--- src/rtl/srt_pkg.sv ---
package srt_pkg;
  typedef enum logic [0:0] {
    ST_IDLE  = 1'b0,
    ST_SHIFT = 1'b1
  } srt_state_e;
endpackage

--- src/rtl/srt_lowbit.sv ---
module srt_lowbit #(
  parameter int N = 4
) (
  input  logic [N-1:0] req_i,
  output logic [N-1:0] gnt_o
);
  logic [N:0] seen;
  assign seen[0] = 1'b0;
  for (genvar i = 0; i < N; i++) begin : g_pri
    assign seen[i+1] = seen[i] | req_i[i];
    assign gnt_o[i]  = req_i[i] & ~seen[i];
  end
endmodule

--- src/rtl/srt_fsm.sv ---
module srt_fsm import srt_pkg::*; #(
  parameter int NMAC = 4,
  parameter int SHW  = 16,
  localparam int CW  = (SHW > 1) ? $clog2(SHW) : 1
) (
  input  logic            clk_i,
  input  logic            rst_ni,
  input  logic            start_i,
  input  logic [NMAC-1:0] sel_i,
  input  logic            rd_i,
  input  logic            wr_i,
  output logic [NMAC-1:0] sel_o,
  output logic            busy_rd_o,
  output logic            busy_wr_o,
  output logic [NMAC-1:0] en_o,
  output logic            dir_o,
  output logic            strobe_o,
  output logic [CW-1:0]   bit_o
);
  localparam logic [CW-1:0] LAST = CW'(SHW - 1);

  srt_state_e      state_q;
  logic [CW-1:0]   cnt_q;
  logic [NMAC-1:0] pend_q, gnt, pend_rest;

  srt_lowbit #(.N(NMAC)) u_pri (.req_i(pend_q), .gnt_o(gnt));

  assign pend_rest = pend_q & ~gnt;

  always_ff @(posedge clk_i or negedge rst_ni) begin
    if (!rst_ni) begin
      state_q   <= ST_IDLE;
      cnt_q     <= '0;
      pend_q    <= '0;
      sel_o     <= '0;
      busy_rd_o <= 1'b0;
      busy_wr_o <= 1'b0;
      dir_o     <= 1'b0;
    end else begin
      unique case (state_q)
        ST_IDLE: if (start_i) begin
          sel_o     <= sel_i;
          pend_q    <= sel_i;
          busy_rd_o <= rd_i;
          busy_wr_o <= wr_i;
          dir_o     <= ~rd_i;   // load phase runs first
          cnt_q     <= '0;
          state_q   <= ST_SHIFT;
        end
        ST_SHIFT: begin
          if (cnt_q == LAST) begin
            cnt_q  <= '0;
            pend_q <= pend_rest;
            if (pend_rest == '0) begin
              if (!dir_o && busy_wr_o) begin
                busy_rd_o <= 1'b0;
                dir_o     <= 1'b1;
                pend_q    <= sel_o;
              end else begin
                busy_rd_o <= 1'b0;
                busy_wr_o <= 1'b0;
                state_q   <= ST_IDLE;
              end
            end
          end else begin
            cnt_q <= cnt_q + 1'b1;
          end
        end
        default: state_q <= ST_IDLE;
      endcase
    end
  end

  assign en_o     = (state_q == ST_SHIFT) ? gnt : '0;
  assign strobe_o = (state_q == ST_SHIFT) && (cnt_q == LAST);
  assign bit_o    = cnt_q;
endmodule

--- src/rtl/srt_ctrl.sv ---
module srt_ctrl #(
  parameter int NMAC = 4,
  parameter int SHW  = 16,
  parameter int HDW  = 32,
  localparam int CW  = (SHW > 1) ? $clog2(SHW) : 1
) (
  input  logic            clk_i,
  input  logic            rst_ni,
  input  logic            host_we_i,
  input  logic            host_addr_i,
  input  logic [HDW-1:0]  host_wdata_i,
  output logic [HDW-1:0]  host_rdata_o,
  output logic [NMAC-1:0] mac_en_o,
  output logic            mac_dir_o,
  output logic            mac_sdo_o,
  output logic            mac_strobe_o,
  input  logic [NMAC-1:0] mac_sdi_i
);
  logic [NMAC-1:0] sel_q, sel_in;
  logic            busy_rd, busy_wr, busy;
  logic            op_rd, op_wr, ctrl_wr, sh_wr, start;
  logic [CW-1:0]   bit_idx;
  logic [SHW-1:0]  shadow_q;
  logic            sdi_bit;

  assign busy    = busy_rd | busy_wr;
  assign sel_in  = host_wdata_i[NMAC-1:0];
  assign op_rd   = host_wdata_i[NMAC];
  assign op_wr   = host_wdata_i[NMAC+1];
  assign ctrl_wr = host_we_i & ~host_addr_i & ~busy;
  assign sh_wr   = host_we_i &  host_addr_i & ~busy;
  assign start   = ctrl_wr & (op_rd | op_wr) & (|sel_in);

  srt_fsm #(.NMAC(NMAC), .SHW(SHW)) u_fsm (
    .clk_i     (clk_i),
    .rst_ni    (rst_ni),
    .start_i   (start),
    .sel_i     (sel_in),
    .rd_i      (op_rd),
    .wr_i      (op_wr),
    .sel_o     (sel_q),
    .busy_rd_o (busy_rd),
    .busy_wr_o (busy_wr),
    .en_o      (mac_en_o),
    .dir_o     (mac_dir_o),
    .strobe_o  (mac_strobe_o),
    .bit_o     (bit_idx)
  );

  assign sdi_bit = |(mac_sdi_i & mac_en_o);

  always_ff @(posedge clk_i or negedge rst_ni) begin
    if (!rst_ni)                          shadow_q <= '0;
    else if (!mac_dir_o && |mac_en_o)     shadow_q <= {sdi_bit, shadow_q[SHW-1:1]};
    else if (sh_wr)                       shadow_q <= host_wdata_i[SHW-1:0];
  end

  assign mac_sdo_o = shadow_q[bit_idx];

  always_comb begin
    host_rdata_o = '0;
    if (host_addr_i) host_rdata_o[SHW-1:0]  = shadow_q;
    else             host_rdata_o[NMAC+1:0] = {busy_wr, busy_rd, sel_q};
  end
endmodule

--- config.mk ---
export PLATFORM = sky130hd
export DESIGN_NAME = srt_ctrl
export DESIGN_NICKNAME = d
export VERILOG_FILES = /design/src/rtl/srt_pkg.sv /design/src/rtl/srt_lowbit.sv /design/src/rtl/srt_fsm.sv /design/src/rtl/srt_ctrl.sv
export SDC_FILE = /design/constraint.sdc
export NUM_CORES = 1
export LEC_CHECK = 0
export BUFFER_PORTS_ARGS = -buffer_cell sky130_fd_sc_hd__buf_2
export CORE_MARGIN = 8
export CORE_UTILIZATION = 40
export CTS_CLUSTER_DIAMETER = 150
export DETAILED_ROUTE_END_ITERATION = 6
export GPL_TIMING_DRIVEN = 1
export HOLD_SLACK_MARGIN = 0.12
export PLACE_DENSITY_LB_ADDON = 0.1
export SKIP_CTS_REPAIR_TIMING = 1
export SLEW_MARGIN = 25
export SYNTH_ARGS = -nofsm -noshare
export SYNTH_HDL_FRONTEND = slang
export SYNTH_SLANG_ARGS = --single-unit
--- constraint.sdc ---
create_clock -name clk_i -period 1.8 [get_ports clk_i]
set_input_delay 0.09 -clock clk_i [delete_from_list [all_inputs] [get_ports clk_i]]
set_output_delay 0.09 -clock clk_i [all_outputs]
set_load 0.05 [all_outputs]
==> results of run 1 <==
## per-stage QoR
step | setup slack [ns] | hold slack, ns
global placement | 0.0467 | 0.213
detailed placement | 0.0536 | 0.207
CTS | -0.256 | -0.102
global route | -0.127 | 0.121
floorplan | -0.00627 | -0.206
finish | -0.0628 | 0.0923
## layout make-up
type | instances | share of cell area [%]
flip-flops and latches | 32 | 30.2
well taps | 70 | 3.30
clock buffers | 7 | 3.63
inverters | 7 | 0.989
repair buffers | 70 | 17.4
multi-input cells | 170 | 44.5
## cell usage in the layout, fill, tap and decap left out, drive strengths merged, types with 3 or more instances in the layout
cell         count
mux2i           19
o21ai           27
a21oi            4
o211ai           3
a211oi           3
clkbuf           8
dfrtp           32
inv              7
buf             62
and2            11
conb            16
nand2           31
a22o             3
nor2             7
dlygate4sd3      7
mux2             6
## final timing paths
path | end | slack [ns] | cells after the start
hold reg to reg | shadow_q[14] | 0.52 | 2
setup / recovery | mac_sdo_o | -0.06 | 4
hold / removal | shadow_q[13] | 0.09 | 3
min in group asynchronous | shadow_q[13] | 0.41 | 2
setup reg to reg | u_fsm.sel_o[3] | 0.07 | 4
max in group asynchronous | u_fsm.state_q | 0.86 | 2
## sequential cells by signal, indices dropped and copies added (netlist names)
| register | count |
|---|---|
| u_fsm.busy_wr_o | 1 |
| u_fsm.dir_o | 1 |
| shadow_q | 16 |
| u_fsm.busy_rd_o | 1 |
| u_fsm.bit_o | 4 |
| u_fsm.pend_q | 4 |
| u_fsm.state_q | 1 |
| u_fsm.sel_o | 4 |
## metal layers
layer / part of all wire (%) / track usage, % / up-vias
met5: 0 / 0 / -
met4: 0.86 / 4.69 / 0
met3: 5.1 / 3.28 / 4
met2: 46 / 21.9 / 51
met1: 48 / 20.0 / 882
li1: - / - / 892
## critical path, stage by stage (launching register included)
cell and delay (ns):
dfrtp_2 0.51, mux4_2 0.55, a22oi_2 0.16, nand2_1 0.10
buf_6 0.16
## logic make-up after synthesis
| group | count (synthesis) |
|---|---|
| AND/OR/NAND/NOR | 65 |
| AO/OA/AOI/OAI | 60 |
| buffers and inverters | 37 |
| flip-flops | 32 |
| multiplexers | 27 |
| adder cells (fa/ha/maj) | 1 |
| other | 1 |
| XOR/XNOR | 1 |
## where the power goes
group | internal [W] | switching, W
combinational | 0.00111 | 0.00176
sequential | 0.00105 | 0.000467
clock | 0.000341 | 0.000271
==> results.yml, run 1 <==
sta:
  setup_ws_ns: -0.0628
  timing.fmax_mhz: 537
  hold_viol: 0
  setup_viol_count_final: 1
  rsz0062_at_grt: "yes"
  skew_ns: 0.00455
  slew_viol_final: 0
  worst_slew_pin_slew_ns: 0.755
  finalCritPeriodShare_pct: 103
  tns_ns: -0.0628
  period_minus_slack_ns: 1.86
  relSlewSlack_pct: 49.6
yosys:
  synth_flop_cell: "dfrtp_1"
  post_synth_and_or_nand_nor_area_fraction_pct: 16.5
  yosysSeqAreaShare_pct: 38.7
  synthTopCellsByCount: "dfrtp_1, nand2_1, o21ai_0, mux2i_1, buf_4"
  synth_cells: 224
  ys_ff_latch: 32
  synth_top_cell_by_area: "dfrtp_1"
  synthTopCellsByArea: "dfrtp_1, mux2i_1, o21ai_0"
  synth_top_area_share_pct: 38.7
  synth_xor_area_share_pct: 0.424
  async_flop_share_pct: 100
  post_synth_num_cell_types: 48
  synthMuxAreaShare_pct: 14.6
  yosysWarnings: 0
  synth-edff-count: 0
  synth_area_um2: 2070
  yosysMostFrequentCell: "dfrtp_1"
  syn_avg_cell_area_um2: 9.23
  synth_fa_ha_area_share_pct: 0.605
  synth_compound_area_share_pct: 19.1
  synth_top_family_by_area: "compound AO/OA/AOI/OAI gates"
final_layout:
  layout.nets: 327
  drive_above_1_share_pct: 31.8
  regArea_um2: 803
  antenna_cells: 0
  multiInputGateArea_um2: 1180
  design_area_um2: 2660
  fin_cells: 356
  areaGrowthSynthToFinish_pct: 28.6
  fillers: 503
  fin_util_pct: 52.7
clock_tree:
  cts_tree: "built"
  cts_root_buffer: "clkbuf_8"
  cts_sinks: 32
  clk_pin_slew_ns: 0.07
  cts_buffers: 5
  clock_path_buffers: 2
  htreeDepth: 2
  insertion_delay_ns: 0.28
job:
  max-cap-violations: 0
placement:
  placed_area_um2: 2420
  port_buffers: 46
  gp_congestion: 0.839
  hpwl_um: 4020
  place_inst: 338
drt:
  firstDrtPassIters: 4
  drt.antenna.violating_nets: 0
  vias: 1829
  drc: 0
  totalWireLength_um: 5550
  vias_per_cell: 5.14
  drt-wirelength-per-cell_um: 15.6
  drt_iter0_drc: 99
floorplan:
  die_w_um: 87.9
  coreArea_um2: 5040
  die_h_um: 87.9
  die_area_um2: 7720
  start_util_pct: 41.0
  ioPinCount: 79
  std_cell_rows: 26
global_routing:
  grt_antenna_before_repair: 0
  grt_overflow: 0
  grt_max_degree: 33
  grt.total_usage_pct: 14.6
  grt_pass1_wl_um: 8800
  grt_pass1_vias: 1762
pwr:
  powerDensity_nw_per_um2: 1880
  p_leak_nw: 1.26
  irDropWorstVdd_mv: 0.757
  power_w: 0.00501
min_path:
  hold_path.startpoint: "host_wdata_i[13]"
  hp-class: "primary input to register"
critical_path:
  r2r-start: "u_fsm.busy_wr_o"
  worst_ep_required_time_ns: 1.71
  startpoint_type: "register"
  startpoint: "u_fsm.bit_o[0]"
  critPathKind: "register to output pin"
  cp_data_arrival_time_ns: 1.77
  worstPathMaxFanout: 8
  critPathCaptureType: "output pin"
status:
  status: "complete, but fails checks"
  violations: "setup timing"
No activity file was read; power rests on OpenSTA's default activity.
==> inputs of run 2 (changes only) <==
--- a/config.mk
+++ b/config.mk
@@ -13,7 +13,6 @@
 export GPL_TIMING_DRIVEN = 1
 export HOLD_SLACK_MARGIN = 0.12
 export PLACE_DENSITY_LB_ADDON = 0.1
-export SKIP_CTS_REPAIR_TIMING = 1
 export SLEW_MARGIN = 25
 export SYNTH_ARGS = -nofsm -noshare
 export SYNTH_HDL_FRONTEND = slang
==> results.yml, run 2 (synthesis gave the netlist of run 1 again) <==
critical_path:
  slowest_delay_ns: 0.55
  rrSetupSlack_ns: 0.07
  critPathKind: "register to output pin"
  worst-path-buf-inv: 1
  worstPathCellList: "mux4_2, a22oi_2, nand2_1, buf_6"
  critPathTopFamily: "multiplexers"
  slowest_stage: "mux4_2"
  critPathCaptureType: "output pin"
  worstPathMaxFanout: 8
  worst_ep_required_time_ns: 1.71
  r2r_cells: 4
  r2r-start: "u_fsm.busy_wr_o"
  startpoint_type: "register"
  cp_data_arrival_time_ns: 1.75
  rr_endpoint: "u_fsm.sel_o[0]"
global_routing:
  grt.total_usage_pct: 14.9
  grt_pass1_vias: 1864
  grt_antenna_before_repair: 0
  grt_pass1_wl_um: 9030
  grt_max_degree: 33
  grt_overflow: 0
clock_tree:
  cts_root_buffer: "clkbuf_8"
  cts_tree: "built"
  htreeDepth: 2
  insertion_delay_ns: 0.28
  clock_path_buffers: 2
  cts_buffers: 5
  clk_pin_slew_ns: 0.06
  cts_sinks: 32
sta:
  timing.fmax_mhz: 542
  skew_ns: 0.00197
  period_minus_slack_ns: 1.84
  holdWs_ns: 0.120
  slew_viol_final: 0
  finalCritPeriodShare_pct: 102
  setup_ws_ns: -0.0435
  relSlewSlack_pct: 50.9
  setup_viol_count_final: 1
  hold_viol: 0
  rsz0062_at_grt: "yes"
  tns_ns: -0.0435
  worst_slew_pin_slew_ns: 0.737
drt:
  totalWireLength_um: 5550
  drt-wirelength-per-cell_um: 15.3
  drc: 0
  drt_iter0_drc: 91
  firstDrtPassIters: 4
  drt.antenna.violating_nets: 0
  vias_per_cell: 5.02
  vias: 1821
final_layout:
  areaGrowthSynthToFinish_pct: 32.0
  fin_util_pct: 54.1
  regMostFlops: "shadow_q"
  fin_cells: 363
  layout_common_cells: "buf_2, nand2_1, dfrtp_1, o21ai_0, mux2i_1"
  antenna_cells: 0
  largest_reg_flops: 16
  layout.nets: 334
  drive_above_1_share_pct: 31.1
  final_common_cell: "buf_2"
placement:
  place_inst: 338
  port_buffers: 46
  gp_congestion: 0.839
  hpwl_um: 4020
floorplan:
  die_w_um: 87.9
  die_area_um2: 7720
  ioPinCount: 79
  die_h_um: 87.9
  start_util_pct: 41.0
  std_cell_rows: 26
  coreArea_um2: 5040
min_path:
  worstHoldPathCells: 3
  hp-class: "primary input to register"
  hold_path.startpoint: "mac_sdi_i[0]"
  holdPathEnd: "shadow_q[15]"
job:
  max-cap-violations: 0
status:
  violations: "setup timing"
  status: "complete, but fails checks"
pwr:
  irDropWorstVdd_mv: 0.733
  powerDensity_nw_per_um2: 1830
  p_leak_nw: 1.29
run 2: area by class of cell:
class,count,area (um2)
fill,492,2310
multi-input combinational,170,1180
sequential,32,803
timing repair buffer,77,532
clock buffer,7,96.3
tap,70,87.6
inverter,7,26.3
run 2: worst max-delay path by stage:
stage,from,end,slack (ns),cells after the start
final,u_fsm.bit_o[0],mac_sdo_o,-0.04,4
after detailed placement,u_fsm.busy_wr_o,u_fsm.pend_q[3],0.05,4
after global routing,u_fsm.bit_o[0],mac_sdo_o,-0.12,4
after floorplan,u_fsm.state_q,u_fsm.busy_wr_o,-0.006,6
after CTS,u_fsm.bit_o[0],mac_sdo_o,-0.08,4
after global placement,u_fsm.bit_o[0],mac_sdo_o,0.05,4
run 2: per-layer routing:
layer  vias to the layer above  share of wire [%]  routed length [um]  GRT usage [%]
met1                       866                 47                2630           19.8
met4                         0               0.67                  37           4.69
met2                        43                 47                2630           23.5
met5                         -                  0                   0              0
met3                         2                4.7                 260           3.10
li1                        910                  -                   -              -
run 2: through the flow:
stage,total power [W],setup WS [ns],instance area (um2)
2_1_floorplan,0.00349,-0.00627,2140
3_3_place_gp,0.00426,0.0467,2420
3_5_place_dp,0.00429,0.0536,2420
4_1_cts,0.00497,-0.0770,2670
5_1_grt,0.00540,-0.121,2730
6_report,0.00500,-0.0435,2730
run 2: power by group:
part           switching [W]  internal, W  total (W)
logic                0.00176      0.00112    0.00289
registers           0.000463      0.00106    0.00152
clock network       0.000259     0.000340   0.000599
run 2: repair_timing:
action                                 CTS  global route
buffers inserted                         0             4
setup endpoints to repair                4             6
pin swaps                                2             3
hold buffers                            14             0
resized for setup                        4             5
endpoints found under the hold margin   47             0
run 2: worst register-to-register path: cells and delay by family, from the launching register on:
kind	cells	cell delay (ns)
multiplexers	1	0.33
flip-flops	1	0.39
buffers and inverters	1	0.19
AND/OR/NAND/NOR	2	0.72
